### src/rtl/cfg_walk_pkg.sv
package cfg_walk_pkg;
  typedef enum logic [2:0] {
    ST_IDLE,
    ST_F_ADDR,
    ST_F_SET,
    ST_F_CLR,
    ST_T_RD,
    ST_T_WR
  } walk_st_e;
endpackage

### src/rtl/cfg_walk_rec.sv
module cfg_walk_rec #(
  parameter int AW = 32,
  parameter int DW = 32
) (
  input  logic          clk_i,
  input  logic          rst_ni,
  input  logic [DW-1:0] rdata_i,
  input  logic          cap_addr_i,
  input  logic          cap_set_i,
  input  logic          cap_clr_i,
  input  logic          cap_old_i,
  output logic [AW-1:0] tgt_addr_o,
  output logic          term_o,
  output logic [DW-1:0] wdata_o
);
  logic [DW-1:0] addr_q, set_q, clr_q, old_q;

  always_ff @(posedge clk_i or negedge rst_ni) begin
    if (!rst_ni) begin
      addr_q <= '0;
      set_q  <= '0;
      clr_q  <= '0;
      old_q  <= '0;
    end else begin
      if (cap_addr_i) addr_q <= rdata_i;
      if (cap_set_i)  set_q  <= rdata_i;
      if (cap_clr_i)  clr_q  <= rdata_i;
      if (cap_old_i)  old_q  <= rdata_i;
    end
  end

  assign tgt_addr_o = addr_q[AW-1:0];
  // terminator decided on the clear word as it arrives
  assign term_o  = (addr_q == '0) && (set_q == '0) && (rdata_i == '0);
  // set mask applied last so it overrides clear
  assign wdata_o = (old_q & ~clr_q) | set_q;
endmodule

### src/rtl/cfg_walk_ctrl.sv
module cfg_walk_ctrl
  import cfg_walk_pkg::*;
#(
  parameter int AW = 32,
  parameter int DW = 32
) (
  input  logic          clk_i,
  input  logic          rst_ni,
  input  logic          start_i,
  input  logic [AW-1:0] base_addr_i,
  input  logic          rsp_valid_i,
  input  logic          rsp_err_i,
  input  logic          term_i,
  input  logic [AW-1:0] tgt_addr_i,
  output logic          busy_o,
  output logic          done_o,
  output logic          err_o,
  output logic          req_o,
  output logic          we_o,
  output logic [AW-1:0] addr_o,
  output logic          cap_addr_o,
  output logic          cap_set_o,
  output logic          cap_clr_o,
  output logic          cap_old_o
);
  localparam logic [AW-1:0] STEP = AW'(DW / 8);

  walk_st_e    st_q, st_d;
  logic [AW-1:0] ptr_q;
  logic        done_q, err_q;
  logic        hs, ok, abort, fin, go, fetch;

  assign hs    = req_o & rsp_valid_i;
  assign ok    = hs & ~rsp_err_i;
  assign abort = hs & rsp_err_i;
  assign go    = (st_q == ST_IDLE) & start_i;
  assign fetch = (st_q == ST_F_ADDR) | (st_q == ST_F_SET) | (st_q == ST_F_CLR);

  always_comb begin
    st_d       = st_q;
    fin        = 1'b0;
    cap_addr_o = 1'b0;
    cap_set_o  = 1'b0;
    cap_clr_o  = 1'b0;
    cap_old_o  = 1'b0;
    unique case (st_q)
      ST_IDLE:   if (start_i) st_d = ST_F_ADDR;
      ST_F_ADDR: if (ok) begin cap_addr_o = 1'b1; st_d = ST_F_SET; end
      ST_F_SET:  if (ok) begin cap_set_o = 1'b1; st_d = ST_F_CLR; end
      ST_F_CLR:  if (ok) begin
                   cap_clr_o = 1'b1;
                   fin       = term_i;
                   st_d      = term_i ? ST_IDLE : ST_T_RD;
                 end
      ST_T_RD:   if (ok) begin cap_old_o = 1'b1; st_d = ST_T_WR; end
      ST_T_WR:   if (ok) st_d = ST_F_ADDR;
      default:   st_d = ST_IDLE;
    endcase
    if (abort) st_d = ST_IDLE;
  end

  always_ff @(posedge clk_i or negedge rst_ni) begin
    if (!rst_ni) begin
      st_q   <= ST_IDLE;
      ptr_q  <= '0;
      done_q <= 1'b0;
      err_q  <= 1'b0;
    end else begin
      st_q   <= st_d;
      done_q <= fin | abort;
      if (go)              ptr_q <= base_addr_i;
      else if (ok & fetch) ptr_q <= ptr_q + STEP;
      if (go)         err_q <= 1'b0;
      else if (abort) err_q <= 1'b1;
    end
  end

  assign busy_o = (st_q != ST_IDLE);
  assign req_o  = busy_o;
  assign we_o   = (st_q == ST_T_WR);
  assign addr_o = ((st_q == ST_T_RD) || (st_q == ST_T_WR)) ? tgt_addr_i : ptr_q;
  assign done_o = done_q;
  assign err_o  = err_q;

  assert_req_hold_R11: assert property (@(posedge clk_i) disable iff (!rst_ni)
    (req_o && !rsp_valid_i) |=> (req_o && $stable(addr_o) && $stable(we_o)));
  assert_err_abort_R9: assert property (@(posedge clk_i) disable iff (!rst_ni)
    (req_o && rsp_valid_i && rsp_err_i) |=> (done_o && err_o && !busy_o));
  assert_done_idle_R7: assert property (@(posedge clk_i) disable iff (!rst_ni)
    done_o |-> (!busy_o && !req_o));
  assert_done_pulse_R7: assert property (@(posedge clk_i) disable iff (!rst_ni)
    done_o |=> !done_o);
  assert_write_follows_read_R4: assert property (@(posedge clk_i) disable iff (!rst_ni)
    $rose(we_o) |-> ($past(req_o) && !$past(we_o) && $past(addr_o) == addr_o));
  assert_start_ignored_R10: assert property (@(posedge clk_i) disable iff (!rst_ni)
    (busy_o && start_i && !rsp_valid_i) |=> (busy_o && $stable(addr_o)));
endmodule

### src/rtl/reg_cfg_walker.sv
module reg_cfg_walker #(
  parameter int AW = 32,
  parameter int DW = 32
) (
  input  logic          clk_i,
  input  logic          rst_ni,
  input  logic          start_i,
  input  logic [AW-1:0] base_addr_i,
  output logic          busy_o,
  output logic          done_o,
  output logic          err_o,
  output logic          req_o,
  output logic          we_o,
  output logic [AW-1:0] addr_o,
  output logic [DW-1:0] wdata_o,
  input  logic          rsp_valid_i,
  input  logic          rsp_err_i,
  input  logic [DW-1:0] rsp_rdata_i
);
  logic          cap_addr, cap_set, cap_clr, cap_old, term;
  logic [AW-1:0] tgt_addr;

  cfg_walk_ctrl #(.AW(AW), .DW(DW)) u_ctrl (
    .clk_i       (clk_i),
    .rst_ni      (rst_ni),
    .start_i     (start_i),
    .base_addr_i (base_addr_i),
    .rsp_valid_i (rsp_valid_i),
    .rsp_err_i   (rsp_err_i),
    .term_i      (term),
    .tgt_addr_i  (tgt_addr),
    .busy_o      (busy_o),
    .done_o      (done_o),
    .err_o       (err_o),
    .req_o       (req_o),
    .we_o        (we_o),
    .addr_o      (addr_o),
    .cap_addr_o  (cap_addr),
    .cap_set_o   (cap_set),
    .cap_clr_o   (cap_clr),
    .cap_old_o   (cap_old)
  );

  cfg_walk_rec #(.AW(AW), .DW(DW)) u_rec (
    .clk_i      (clk_i),
    .rst_ni     (rst_ni),
    .rdata_i    (rsp_rdata_i),
    .cap_addr_i (cap_addr),
    .cap_set_i  (cap_set),
    .cap_clr_i  (cap_clr),
    .cap_old_i  (cap_old),
    .tgt_addr_o (tgt_addr),
    .term_o     (term),
    .wdata_o    (wdata_o)
  );

  assert_wdata_hold_R11: assert property (@(posedge clk_i) disable iff (!rst_ni)
    (req_o && we_o && !rsp_valid_i) |=> $stable(wdata_o));
endmodule

### config.mk
export PLATFORM = sky130hd
export DESIGN_NAME = reg_cfg_walker
export DESIGN_NICKNAME = d
export VERILOG_FILES = /design/src/rtl/cfg_walk_pkg.sv /design/src/rtl/cfg_walk_rec.sv /design/src/rtl/cfg_walk_ctrl.sv /design/src/rtl/reg_cfg_walker.sv
export SDC_FILE = /design/constraint.sdc
export NUM_CORES = 1
export LEC_CHECK = 0
export BUFFER_PORTS_ARGS = -buffer_cell sky130_fd_sc_hd__buf_4
export CORE_MARGIN = 2
export CORE_UTILIZATION = 55
export DETAILED_ROUTE_END_ITERATION = 12
export GPL_ROUTABILITY_DRIVEN = 0
export PLACE_DENSITY_LB_ADDON = 0.15
export SKIP_CTS_REPAIR_TIMING = 1
export SYNTH_ARGS = -nofsm -noshare
export SYNTH_HDL_FRONTEND = slang
export SYNTH_SLANG_ARGS = --single-unit
### constraint.sdc
create_clock -name clk_i -period 5 [get_ports clk_i]
set_input_delay 1.5 -clock clk_i [delete_from_list [all_inputs] [get_ports clk_i]]
set_output_delay 1.5 -clock clk_i [all_outputs]
set_load 0.005 [all_outputs]
# After elaboration in Yosys (flattened, before gate mapping)
# Cells that the tools add are included.
[op_classes]
add_sub_neg = 1
n_mul = 0
n_div = 0
n_lt_le_gt_ge = 0
n_eq_ne = 11
shifts = 0
n_mux = 21
bitwise = 12
reduce_logical = 11
[op_table]
columns = ["operator", "count"]
rows = [
  ["$logic_not 32->1", 3],
  ["$mux 32", 3],
  ["$add 32x3->32 const B", 1],
  ["$and 32x32->32", 1],
  ["$not 32->32", 1],
  ["$or 32x32->32", 1],
  ["$mux 3", 8],
  ["$pmux 3 s6", 1],
  ["$ne 3x1->1 const B", 5],
  ["$mux 1", 9],
  ["$eq 3x2->1 const B", 2],
  ["$eq 3x3->1 const B", 2],
  ["$reduce_and 6->1", 1],
  ["$and 1x1->1", 5],
  ["$reduce_bool 2->1", 2],
  ["$eq 3x1->1 const B", 1],
  ["$logic_not 3->1", 1],
  ["$ne 3x2->1 const B", 1],
  ["$or 1x1->1", 3],
  ["$reduce_bool 3->1", 1],
  ["$logic_and 1x1->1", 2],
  ["$logic_or 1x1->1", 1],
  ["$not 1->1", 1],
]
[word_totals]
reg_bits = 165
latchBits = 0
ram_bits = 0
mem_bits_ro = 0
inputBits = 69
out_inout_bits = 69
elab_cells = 64
n_memories = 0

# Depth between registers and ports, before layout
# Gate-level depths: netlist of run 1.
[logic_depth]
depth_word = 7
ltp_mapped = 7

# By module
# Synthesis of run 1 repeated with hierarchy kept, for this count alone.
[unflattened]
hier_cells = 667
hier_area_um2 = 7673.6
[by_module_without_submodules]
columns = ["module", "n_inst", "cells_each", "area_per_inst_um2"]
rows = [
  ["cfg_walk_rec", 1, 403, 5213.8],
  ["cfg_walk_ctrl", 1, 264, 2459.9],
]

# Worst setup path before layout of run 1
# Ideal clock, no wire load.
[synth_path]
kind = "flip-flop to output port"
startpoint = "register u_ctrl.st_q[1]"
endpoint = "output addr_o[10]"
arrival_time_ns = 1.657
slack_ns = 1.843
stages_incl_launch_ff = 6
path_cell_list = "dfrtp_1 clkbuf_1 nand2b_1 clkbuf_1 clkbuf_1 mux2_2"
[synth_between]
elab_chain_len = 3
elab_cells_between_ends = 4
[synth_lines]
columns = ["item", "line", "text"]
rows = [
  ["start: declaration", "cfg_walk_ctrl.sv:28", "walk_st_e st_q, st_d;"],
  ["start signal: assignment", "cfg_walk_ctrl.sv:69", "st_q <= st_d;"],
  ["$eq 3x3->1", "cfg_walk_ctrl.sv:81", "assign addr_o = ((st_q == ST_T_RD) || (st_q == ST_T_WR)) ? tgt_addr_i : ptr_q;"],
  ["$logic_or 1x1->1 *", "cfg_walk_ctrl.sv:81", ""],
  ["$mux 32 *", "cfg_walk_ctrl.sv:81", ""],
  ["end: declaration", "reg_cfg_walker.sv:14", "output logic [AW-1:0] addr_o,"],
]
# Mark *: on every way between the ends. The rest lies on a longest branch, timed or not.

# Worst setup path after layout of run 1
[layout_path]
startpoint = "register u_ctrl.st_q[1]"
endpoint = "output addr_o[7]"
# Same word-level chain as after synthesis.

==> impl_metrics.csv, run 1 <==
group,metric,value,unit
yosys,synth-xor-area-share,0.895,%
yosys,synth-seq-cells,165,
setup_path,cp-start-kind,"flop",
worst_hold_path,holdPathStages,2,
finish,nNetsFinal,889,
setup_path,crit_family,"flip-flops",
yosys,syn-instance-count,696,
yosys,synth.mux.area_fraction,18.5,%
flow_run,cap_violations,0,
setup_path,cpMostUsedCell,"buf_4",
yosys,synth_edf_count,0,
setup_path,slowest_stage,"dfrtp_1",
yosys,syn-num-nets,766,
finish,finalNonFillerCells,1013,
timing,slew-limit-headroom,27.4,%
yosys,avgSynthCellArea,11.3,µm²
finish,final_cell_mix,"dfrtp_1, buf_4, mux2_2, nand2_1, o21ai_0",
global_routing,grt_pass1_wl,31700,µm
route,drt_iter0_markers,593,
floorplanning,die_w,123,µm
cts,root_buffer,"clkbuf_16",
placement,portBuffers,137,
setup_path,worstSetupPathType,"reg -> out",
cts,cts_tree,"built",
global_routing,grt_pass1_vias,5881,
power_and_ir_drop,irDropWorstVdd,358,µV
timing,skew,0.00931,ns
route,wl_per_cell,19.8,µm
yosys,synth.yosys.warnings,0,
timing,finalSetupTns,0,ns
global_routing,gr-total-overflow,0,
global_routing,grt_usage,27.7,%
timing,hold_violations,0,
status,status,"finished clean",
route,wl,20100,µm
finish,final_common_cell,"dfrtp_1",
floorplanning,start_util,56.4,%
route,drt_first_pass_iters,5,
setup_path,reg2reg_depth,4,
yosys,synthDistinctLibCells,51,
timing,tightestPinTransition,1.09,ns
yosys,synth_adder_area_share,0.160,%
setup_path,cp.required,3.50,ns
worst_hold_path,holdCritStartpoint,"u_ctrl.ptr_q[0]",
yosys,synth_top_family_by_area,"multiplexers",
setup_path,crit_fanout,22,
placement,dp_cells,980,
setup_path,critical_path_arrival,2.40,ns
cts,numCtsBuffers,17,
timing,rsz0062_at_grt,"false",
global_routing,antenna_found_initial,1,
placement,dp.final_hpwl,14200,µm
floorplanning,core_area,13900,µm²
setup_path,r2r_end,"u_ctrl.ptr_q[31]",
yosys,seq_area_frac_synth,52.7,%
worst_hold_path,min_to,"u_ctrl.ptr_q[0]",
setup_path,critPathMaxStageDelay,0.58,ns
yosys,ys.flop_type,"dfrtp_1",
cts,clock_sinks,165,
floorplanning,rows,43,
cts,htree_levels,4,
cts,clock_latency,0.43,ns
finish,drive_gt1_share,38.1,%
yosys,mappedNetlistArea,7830,µm²
timing,fin_crit,3.90,ns
floorplanning,die_area,15200,µm²
timing,finalSetupViolations,0,
timing,max_freq,0.257,GHz
floorplanning,die_h,123,µm
finish,fillCellCount,1045,
route,drtAntennaViolNets,0,
floorplanning,io_pins,138,
route,vias,6017,
setup_path,end_kind,"output port",
setup_path,ff2ff_setup_slack,2.51,ns
route,vias_per_cell,5.94,
power_and_ir_drop,leakagePower,4.47,nW
cts,clk_pin_slew,0.06,ns
yosys,synth_compound_area_share,9.83,%
yosys,async_reset_ff_share,100,%
setup_path,rr_startpoint,"u_ctrl.st_q[1]",
finish,area_growth,22.2,%
setup_path,critPathBufInv,2,
worst_hold_path,hold_path.class,"reg -> reg",
cts,clockBufferDepth,2,
global_routing,grt_max_degree,109,
timing,min_period_over_period,77.9,%
yosys,synth-simple-area-share,14.0,%
timing,finalMaxSlewViolations,0,
route,drc,0,
power_and_ir_drop,powerDensity,620,nW/µm²
setup_path,path_cells,"nand2b_1 > buf_4 > mux2_2 > buf_4",
## logic make-up after synthesis
kind of cell    count (synthesis)
compound gates                122
xor+xnor                        8
flops                         165
mux                           129
fa+ha+maj                       1
buf+inv                        76
simple gates                  195
## how the worst max path moves through the flow
stage	start	endpoint	slack, ns	cells after the start
CTS	u_ctrl.st_q[1]	addr_o[13]	1.11	4
finish	u_ctrl.st_q[1]	addr_o[7]	1.10	4
global placement	rsp_valid_i	u_ctrl.st_q[2]	1.66	5
floorplan	u_ctrl.st_q[1]	addr_o[10]	1.84	5
global route	u_ctrl.st_q[1]	addr_o[13]	0.96	4
detailed placement	u_ctrl.st_q[1]	addr_o[7]	1.58	4
## worst register-to-register path, delay by kind of cell, from the launching register on
kind	cells	cell delay (ns)
AO/OA/AOI/OAI	2	0.56
AND/OR/NAND/NOR	2	1.28
flip-flops	1	0.58
## cell usage after synthesis, types with 8 or more instances
library cell,count,area (µm²)
nand4_1,9,56.3
o31ai_1,12,90.1
a21o_1,34,255
inv_1,37,139
a31oi_1,17,106
xnor2_1,8,70.1
nand3_1,11,55.1
o21ai_0,46,230
clkbuf_1,25,93.8
or4_1,14,105
nor2_1,27,101
dfrtp_1,165,4130
nand2_1,65,244
mux2_2,128,1440
nor4_1,27,169
## where the power goes
part	leakage (nW)	internal, mW	switching [mW]
Sequential	2.00	1.98	0.594
Combinational	2.18	1.20	0.884
Clock	0.288	0.718	0.549
Total	4.47	3.91	2.03
## stage by stage
| stage | power, mW | utilization, % | cell area, µm² | hold slack, ns | setup slack, ns |
|---|---|---|---|---|---|
| floorplan | 3.64 | - | 7830 | 0.440 | 1.84 |
| global placement | 4.56 | 64.8 | 8990 | 0.453 | 1.66 |
| detailed placement | 4.66 | 64.8 | 8990 | 0.472 | 1.58 |
| CTS | 5.95 | 68.9 | 9560 | 0.489 | 1.11 |
| global route | 6.31 | 68.9 | 9560 | 0.519 | 0.963 |
| finish | 5.93 | 68.9 | 9570 | 0.482 | 1.10 |
## layer usage
layer,routed length (µm),vias up,track usage [%]
met4,490,0,10.7
li1,-,2771,-
met3,1340,35,6.60
met1,8760,2979,37.5
met2,9500,232,43.5
met5,0,-,0
## flip-flops by register name, indices dropped and copies added (netlist names)
| name | count |
|---|---|
| u_rec.old_q | 32 |
| u_ctrl.err_o | 1 |
| u_rec.tgt_addr_o | 32 |
| u_ctrl.ptr_q | 32 |
| u_ctrl.st_q | 3 |
| u_ctrl.done_o | 1 |
| u_rec.clr_q | 32 |
| u_rec.set_q | 32 |
## area by class of cell
cell class                 instances  area (µm²)  share of cell area [%]
sequential                       165        4130                    43.2
inverter                          37         139                    1.45
timing repair buffer             143        1090                    11.4
antenna                            1        2.50                  0.0262
clock buffer                      19         453                    4.74
multi-input combinational        455        3410                    35.6
tap                              180         225                    2.35
clock inverter                    13         120                    1.26
Power figures use the tool's default switching activity.
==> run 2, diff against run 1 <==
==> constraint.sdc (replaced) <==
create_clock -name clk_i -period 4.03 [get_ports clk_i]
set_input_delay 1.209 -clock clk_i [delete_from_list [all_inputs] [get_ports clk_i]]
set_output_delay 1.209 -clock clk_i [all_outputs]
set_load 0.005 [all_outputs]
==> impl_metrics.csv, run 2 (synthesis results as in run 1) <==
group,metric,value,unit
cts,numCtsBuffers,17,
global_routing,grt_pass1_vias,6049,
floorplanning,rows,43,
global_routing,grt_max_degree,76,
route,drc,0,
finish,final_common_cell,"dfrtp_1",
floorplanning,die_area,15200,µm²
route,vias,6065,
setup_path,cp-start-kind,"flop",
floorplanning,start_util,56.4,%
setup_path,path_cells,"nand2b_1 > buf_12 > mux2_2 > buf_4",
finish,nNetsFinal,892,
route,vias_per_cell,5.98,
finish,area_growth,23.3,%
timing,min_period_over_period,85.5,%
finish,fin_util,69.5,%
setup_path,critical_path_arrival,2.24,ns
global_routing,grt_pass1_wl,32400,µm
timing,fin_crit,3.44,ns
timing,finalSetupViolations,0,
cts,clk_pin_slew,0.06,ns
floorplanning,die_w,123,µm
cts,root_buffer,"clkbuf_16",
setup_path,cp-startpoint,"u_ctrl.st_q[1]",
cts,cts_tree,"built",
route,wl_per_cell,20.2,µm
global_routing,grt_usage,28.5,%
setup_path,cp.required,2.82,ns
timing,tightestPinTransition,0.965,ns
finish,diodes,0,
status,status,"finished clean",
flow_run,cap_violations,0,
setup_path,critPathMaxStageDelay,0.56,ns
power_and_ir_drop,leakagePower,4.51,nW
timing,slew-limit-headroom,35.4,%
setup_path,rr_startpoint,"u_ctrl.st_q[1]",
cts,clock_sinks,165,
setup_path,worstSetupPathType,"reg -> out",
setup_path,crit_fanout,23,
floorplanning,core_area,13900,µm²
cts,htree_levels,4,
setup_path,slowest_stage,"dfrtp_1",
cts,clock_latency,0.42,ns
route,drt_first_pass_iters,5,
timing,hold_violations,0,
floorplanning,die_h,123,µm
placement,portBuffers,137,
power_and_ir_drop,powerDensity,783,nW/µm²
timing,skew,0.00710,ns
placement,dp.final_hpwl,14600,µm
route,wl,20500,µm
worst_hold_path,hold_path.class,"reg -> reg",
cts,clockBufferDepth,2,
timing,finalMaxSlewViolations,0,
timing,rsz0062_at_grt,"false",
route,drtAntennaViolNets,0,
floorplanning,io_pins,138,
worst_hold_path,holdCritStartpoint,"u_ctrl.ptr_q[0]",
route,drt_iter0_markers,549,
power_and_ir_drop,irDropWorstVdd,429,µV
global_routing,antenna_found_initial,0,
setup_path,end_kind,"output port",
global_routing,gr-total-overflow,0,
timing,finalSetupTns,0,ns
finish,final_cell_mix,"dfrtp_1, buf_4, mux2_2, nand2_1, o21ai_0",
timing,max_freq,0.290,GHz
finish,drive_gt1_share,38.2,%
==> run 2: critical path, delay by kind of cell, from the launching register on <==
| kind | cells | cell delay, ns |
|---|---|---|
| simple gates | 1 | 0.50 |
| buf+inv | 2 | 0.39 |
| mux | 1 | 0.36 |
| flops | 1 | 0.56 |
==> run 2: stage by stage <==
step	area (µm²)	setup WS (ns)	hold slack (ns)	total power, mW	instances
after global routing	9650	0.469	0.527	8.01	1015
after global placement	9010	1.07	0.454	5.67	983
final	9650	0.586	0.491	7.56	1015
after floorplan	7830	1.16	0.440	4.52	696
after detailed placement	9010	0.975	0.480	5.80	983
after CTS	9650	0.578	0.492	7.57	1015
==> run 2: worst paths after layout <==
| path | cells after the start | endpoint | slack [ns] |
|---|---|---|---|
| min in group asynchronous | 1 | u_ctrl.ptr_q[23] | 0.78 |
| hold reg to reg | 2 | u_ctrl.ptr_q[0] | 0.49 |
| max in group asynchronous | 2 | u_rec.old_q[13] | 2.27 |
| hold / removal | 2 | u_ctrl.ptr_q[0] | 0.49 |
| setup / recovery | 4 | addr_o[16] | 0.59 |
| setup reg to reg | 4 | u_ctrl.ptr_q[31] | 1.58 |
==> run 2: report_power, final <==
group / internal [mW] / switching (mW)
sequential: 2.46 / 0.734
clock: 1.09 / 0.659
combinational: 1.50 / 1.11
==> run 2: final cells by class <==
cell class | instances | area [µm²]
clock buffer | 21 | 470
timing repair buffer | 146 | 1110
inverter | 37 | 139
tap | 180 | 225
clock inverter | 11 | 169
fill | 1028 | 4230
sequential | 165 | 4130
multi-input combinational | 455 | 3410
==> run 2: layer usage <==
| metal | vias up | part of all wire [%] | GRT usage [%] |
|---|---|---|---|
| met5 | - | 0 | 0 |
| met4 | 0 | 1.8 | 10.0 |
| met3 | 31 | 6.2 | 4.52 |
| met2 | 230 | 49 | 46.4 |
| met1 | 3044 | 43 | 39.0 |
| li1 | 2760 | - | - |
